[config.mk]
export PLATFORM = sky130hd
export DESIGN_NAME = excl_monitor
export DESIGN_NICKNAME = d
export VERILOG_FILES = /design/src/rtl/excl_monitor.sv
export SDC_FILE = /design/constraint.sdc
export NUM_CORES = 2
export LEC_CHECK = 0
export BUFFER_PORTS_ARGS = -buffer_cell sky130_fd_sc_hd__buf_4
export CAP_MARGIN = 20
export CORE_ASPECT_RATIO = 0.9
export CORE_MARGIN = 2
export CORE_UTILIZATION = 30
export CTS_CLUSTER_SIZE = 8
export DETAILED_ROUTE_END_ITERATION = 6
export HOLD_SLACK_MARGIN = 0.06
export PLACE_DENSITY = 0.54
export SYNTH_ARGS = -nofsm -noshare
export SYNTH_HDL_FRONTEND = slang
export SYNTH_SLANG_ARGS = --single-unit
[constraint.sdc]
create_clock -name clk -period 15.45 [get_ports clk]
set_input_delay 3.09 -clock clk [delete_from_list [all_inputs] [get_ports clk]]
set_output_delay 3.09 -clock clk [all_outputs]
set_load 0.03 [all_outputs]
[src/rtl/excl_monitor.sv]
module excl_monitor #(
  parameter int IDW = 4,
  parameter int AW  = 32
) (
  input  logic           clk,
  input  logic           rst_n,
  input  logic           ar_fire,
  input  logic           ar_lock,
  input  logic [IDW-1:0] ar_id,
  input  logic [AW-1:0]  ar_addr,
  input  logic [7:0]     ar_len,
  input  logic [2:0]     ar_size,
  input  logic [1:0]     ar_burst,
  input  logic [3:0]     ar_cache,
  input  logic           aw_fire,
  input  logic           aw_lock,
  input  logic [IDW-1:0] aw_id,
  input  logic [AW-1:0]  aw_addr,
  input  logic [7:0]     aw_len,
  input  logic [2:0]     aw_size,
  input  logic [1:0]     aw_burst,
  input  logic [3:0]     aw_cache,
  output logic           rd_resp_valid,
  output logic [1:0]     rd_resp,
  output logic           wr_resp_valid,
  output logic [1:0]     wr_resp,
  output logic           wr_en
);
  localparam int NID = 1 << IDW;
  localparam logic [1:0] OKAY = 2'b00;
  localparam logic [1:0] EXOKAY = 2'b01;
  localparam logic [1:0] WRAP = 2'b10;
  localparam logic [1:0] FIXED = 2'b00;

  function automatic logic [15:0] nbytes(input logic [7:0] len, input logic [2:0] size);
    return ({8'd0, len} + 16'd1) << size;
  endfunction

  function automatic logic rules_ok(input logic [7:0] len, input logic [2:0] size,
                                    input logic [6:0] alo, input logic [3:0] cache);
    logic [15:0] b;
    b = nbytes(len, size);
    return ((b & (b - 16'd1)) == 16'd0) && (b <= 16'd128) &&
           ((alo & b[6:0] - 7'd1) == 7'd0) && !cache[1];
  endfunction

  logic          r_vld   [NID];
  logic [AW-1:0] r_addr  [NID];
  logic [AW:0]   r_hi    [NID];
  logic [7:0]    r_len   [NID];
  logic [2:0]    r_size  [NID];
  logic [1:0]    r_burst [NID];
  logic [3:0]    r_cache [NID];

  logic        rd_excl, wr_excl, ex_hit, commit;
  logic [15:0] ar_bytes, aw_bytes, beat_bytes;
  logic [AW:0] w_lo, w_hi;

  assign ar_bytes   = nbytes(ar_len, ar_size);
  assign aw_bytes   = nbytes(aw_len, aw_size);
  assign beat_bytes = 16'd1 << aw_size;
  assign rd_excl    = ar_lock && rules_ok(ar_len, ar_size, ar_addr[6:0], ar_cache);
  assign wr_excl    = aw_lock && rules_ok(aw_len, aw_size, aw_addr[6:0], aw_cache);

  assign ex_hit = r_vld[aw_id] && r_addr[aw_id] == aw_addr && r_len[aw_id] == aw_len &&
                  r_size[aw_id] == aw_size && r_burst[aw_id] == aw_burst &&
                  r_cache[aw_id] == aw_cache;
  assign commit = !wr_excl || ex_hit;

  always_comb begin
    w_lo = {1'b0, aw_addr};
    w_hi = {1'b0, aw_addr} + (AW+1)'(aw_bytes) - 1'b1;
    if (aw_burst == WRAP) begin
      w_lo = {1'b0, aw_addr & ~(AW'(aw_bytes) - 1'b1)};
      w_hi = w_lo + (AW+1)'(aw_bytes) - 1'b1;
    end else if (aw_burst == FIXED) begin
      w_hi = {1'b0, aw_addr} + (AW+1)'(beat_bytes) - 1'b1;
    end
  end

  always_ff @(posedge clk) begin
    for (int i = 0; i < NID; i++) begin
      if (!rst_n) begin
        r_vld[i] <= 1'b0;
      end else if (ar_fire && rd_excl && ar_id == IDW'(i)) begin
        r_vld[i]   <= 1'b1;
        r_addr[i]  <= ar_addr;
        r_hi[i]    <= {1'b0, ar_addr} + (AW+1)'(ar_bytes) - 1'b1;
        r_len[i]   <= ar_len;
        r_size[i]  <= ar_size;
        r_burst[i] <= ar_burst;
        r_cache[i] <= ar_cache;
      end else if (aw_fire && commit && r_vld[i] &&
                   w_lo <= r_hi[i] && {1'b0, r_addr[i]} <= w_hi) begin
        r_vld[i] <= 1'b0;
      end
    end
  end

  always_ff @(posedge clk) begin
    if (!rst_n) begin
      rd_resp_valid <= 1'b0;
      rd_resp       <= OKAY;
      wr_resp_valid <= 1'b0;
      wr_resp       <= OKAY;
      wr_en         <= 1'b0;
    end else begin
      rd_resp_valid <= ar_fire;
      rd_resp       <= (ar_fire && rd_excl) ? EXOKAY : OKAY;
      wr_resp_valid <= aw_fire;
      wr_resp       <= (aw_fire && wr_excl && ex_hit) ? EXOKAY : OKAY;
      wr_en         <= aw_fire && commit;
    end
  end

  p_plain_read_r12: assert property (@(posedge clk) disable iff (!rst_n)
    ar_fire && !ar_lock |=> rd_resp_valid && rd_resp == OKAY);
  p_big_burst_r3: assert property (@(posedge clk) disable iff (!rst_n)
    ar_fire && ar_size == 3'd7 && ar_len != 8'd0 |=> rd_resp == OKAY);
  p_cacheable_r5: assert property (@(posedge clk) disable iff (!rst_n)
    ar_fire && ar_cache[1] |=> rd_resp == OKAY);
  p_plain_write_r9: assert property (@(posedge clk) disable iff (!rst_n)
    aw_fire && !aw_lock |=> wr_en && wr_resp == OKAY);
  p_exok_commits_r6: assert property (@(posedge clk) disable iff (!rst_n)
    wr_resp_valid && wr_resp == EXOKAY |-> wr_en);
  p_block_is_okay_r7: assert property (@(posedge clk) disable iff (!rst_n)
    wr_resp_valid && !wr_en |-> wr_resp == OKAY);
  p_idle_quiet_r1: assert property (@(posedge clk) disable iff (!rst_n)
    !aw_fire |=> !wr_en && !wr_resp_valid);
endmodule

==> results.md <==
* Chip height at 504 µm
* Type of the worst setup path: in2reg
* Grt total ovfl at 0
* Register area at 40000 µm²
* Antenna-violating nets left at 0
* Combinational fraction of design power at 25.8%
* P_int at 7.16 mW
* Via Count at 62121
* Area share of the largest cell type after synthesis at 47.8%
* FMAX at 79.7 MHz
* Crit-path slowest cell: a2111oi_0
* Status: finished with violations
* Hold/Removal Path Class: reg2reg
* Remaining DRCs at 1
* Global-route wire length before repair at 464 mm
* Root Driver: clkbuf_16
* Synth Area in Adders at 17.2%
* NumNets Final at 8468
* CP peak stage delay at 1.12 ns
* Routed Wire Length at 335 mm
* TritonRoute pass-1 iters at 7
* CP top delay family: compound AO/OA/AOI/OAI gates
* Async set-reset flop share out of synthesis at 0%
* Max Slew Vio Count at 0
* Mux cell area share after synthesis at 6.82%
* Failing checks: design-rule violations
* Synth-to-Final Area Change at 14.0%
* Buf/Inv on CP at 2
* CTS H-tree depth at 4
* WL/cell at 30.3 µm
* Worst-path clk slew at 0.06 ns
* Critical path launch point: aw_len[0]
* Count of final setup violators at 0
* Final TNS setup at 0 ns
* Most common cell after layout, fill and taps aside: edfxtp_1
* RePlAce Congestion at 1.02
* Leakage at 37.8 nW
* CP required at 16.02 ns
* Synth warn at 0
* Clock buffers created by TritonCTS at 186
* Commonest cells after routing, fill and taps aside: 1327 x edfxtp_1, 1067 x ha_1, 768 x inv_1
* Max cap viols at 0
* Core Region at 276000 µm²
* Fin Clk Skew at 0.0875 ns
* Top post-synthesis cells by area: edfxtp_1 48%, ha_1 16%, mux4_2 5.0%
* RSZ-0062 raised after global routing: false
* CTS Hold Buffers Added at 0
* Largest net degree at the start of global routing at 69
* Largest family of logic cells by synthesized area: adder cells
* Register area share after synthesis at 48.0%
* Reg2Reg Launch Point: r_addr[11][6]$_DFFE_PP_
* Std-Cell Rows at 183
* Die extent in x at 559 µm
* Design Area, Final at 94900 µm²
* #FFs+latches synth at 1333
* Hold Path Origin: r_vld[13]$_SDFFCE_PP0P_
* Routed vias/inst at 5.63
* Core Util, Final at 34.4%
* Mapped cell area at 83300 µm²
* Sw Share at 32.8%
* Tmin final at 12.54 ns
* Clock power share at 35.6%
* Initial antenna violation count at 40
* Num ports at 119
* I/O Buffers at 116
* VDD IR max at 0.000103 V
* Flop pwr share at 38.6%
* Worst-case clock buffer depth at 3
* First DRT Iteration DRCs at 8023
* Tcrit/Tclk final at 81.2%
* Fillers at 27273
* Placed cells at 10793
* Final Hold Fails at 0
* PnR Total Power at 10.6 mW
* Number of clock sinks at 1333
* Setup Buffers After CTS at 0
* Synth Area in Simple Gates at 9.26%
* Vias in the first global route at 58665
* Prevailing post-synth register cell: edfxtp_1
* Initial Util at 30.2%
* WP data arrival at 13.11 ns
* Worst-Margin Slew at 1.33 ns
* Average cell area after synthesis at 11.9 µm²
* Max_slew headroom at 8.86%
* Placed Area at 89700 µm²
* Worst-path fanout max at 10
* Net Sw Power at 3.49 mW
* Startpoint Class: primary input
* PostCTS Resize Cnt at 0
* Final std cells w/o fill at 11043
* Die ar. at 282000 µm²
* All-Layer GR Usage at 23.1%
* CTS tree: done
* Cell variety after synth at 90
* Layout cells sized above 1 at 11.3%
* Post-synthesis xor/xnor area fraction at 2.66%
* Post-synth EDFFs at 1327
* Cell taking the most area after synthesis: edfxtp_1
* Post-Synthesis Cells at 6996
* Cell Pwr Density at 112 nW/µm²
* Footprint of the multi-input gates at 40000 µm²
* Setup crit end kind: flip-flop
* Post-detail-place hpwl at 243 mm
* Worst skew pair latency at 0.88 ns
* Synth Area in Compound Gates at 11.4%
[power by group through the flow]
stage	clock, mW	combinational [mW]	sequential (mW)
final	3.79	2.74	4.11
after floorplan	0	1.49	4.18
after global placement	0	2.65	4.18
after detailed placement	0	2.67	4.18
after CTS	3.85	2.69	4.11
after global routing	3.98	2.93	4.11
[per-layer routing]
metal	GRT usage, %	wire, µm	up-vias
li1	-	-	27050
met4	7.69	11900	20
met1	33.1	147000	31470
met2	34.4	144000	3042
met3	4.91	32300	539
met5	0	136	-
[cell usage after synthesis (16+ instances only)]
master        n
a2111oi_0    18
a211oi_1     68
a21o_1      245
a21oi_1     373
a221oi_1     28
a22oi_1      20
a31oi_1      42
and2_1       21
and3_1       59
and4_1       16
buf_1        18
buf_2        38
buf_4        25
clkbuf_1     95
edfxtp_1   1327
ha_1       1067
inv_1       769
maj3_1       93
mux2_2       26
mux2i_1     124
mux4_2      184
nand2_1     299
nand2b_1     77
nand3_1     119
nand4_1     190
nand4b_1     17
nor2_1      361
nor2b_1      97
nor3_1      101
nor4_1       40
o2111ai_1    17
o211ai_1     53
o21a_1      100
o21ai_0     268
o21bai_1     17
o22ai_1      34
or3_1        30
xnor2_1     172
xor2_1       81
[worst min-delay path: cells and delay by family (launching register included)]
family / cells / cell delay [ns]
compound gates: 2 / 0.22
flops: 1 / 0.36
[path summary, 6_finish.rpt]
kind              slack, ns  cells after the start                      end
hold reg to reg        0.71                      2  r_vld[13]$_SDFFCE_PP0P_
hold / removal         0.71                      2  r_vld[13]$_SDFFCE_PP0P_
setup reg to reg       9.37                     12   r_vld[3]$_SDFFCE_PP0P_
setup / recovery       2.91                     34   r_vld[9]$_SDFFCE_PP0P_
[cell type report]
type,count,area share (%)
well taps,3700,4.88
flip-flops and latches,1333,42.1
clock buffers,218,5.04
clock inverters,18,0.416
inverters,773,3.06
repair buffers,289,2.35
multi-input cells,4702,42.1
diodes,10,0.0264
[state kept, by name, summed over array words and instances, names as in the netlist, 16 cells and up]
signal and cells:
r_hi 528, r_addr 512, r_len 128, r_cache 64, r_size 48, r_burst 32
r_vld 16
[per-stage QoR]
| step | hold slack, ns | setup WS, ns |
|---|---|---|
| finish | 0.712 | 2.91 |
| floorplan | 0.568 | 3.84 |
| global route | 0.719 | 2.76 |
| global placement | 0.666 | 2.56 |
| CTS | 0.710 | 3.29 |
| detailed placement | 0.701 | 2.39 |
[logic make-up after synthesis]
group,Yosys count
other,1
XOR/XNOR,253
adder cells (fa/ha/maj),1164
flip-flops,1333
buffers and inverters,962
AO/OA/AOI/OAI,1446
AND/OR/NAND/NOR,1503
multiplexers,334
(Power assumes the default switching activity.)
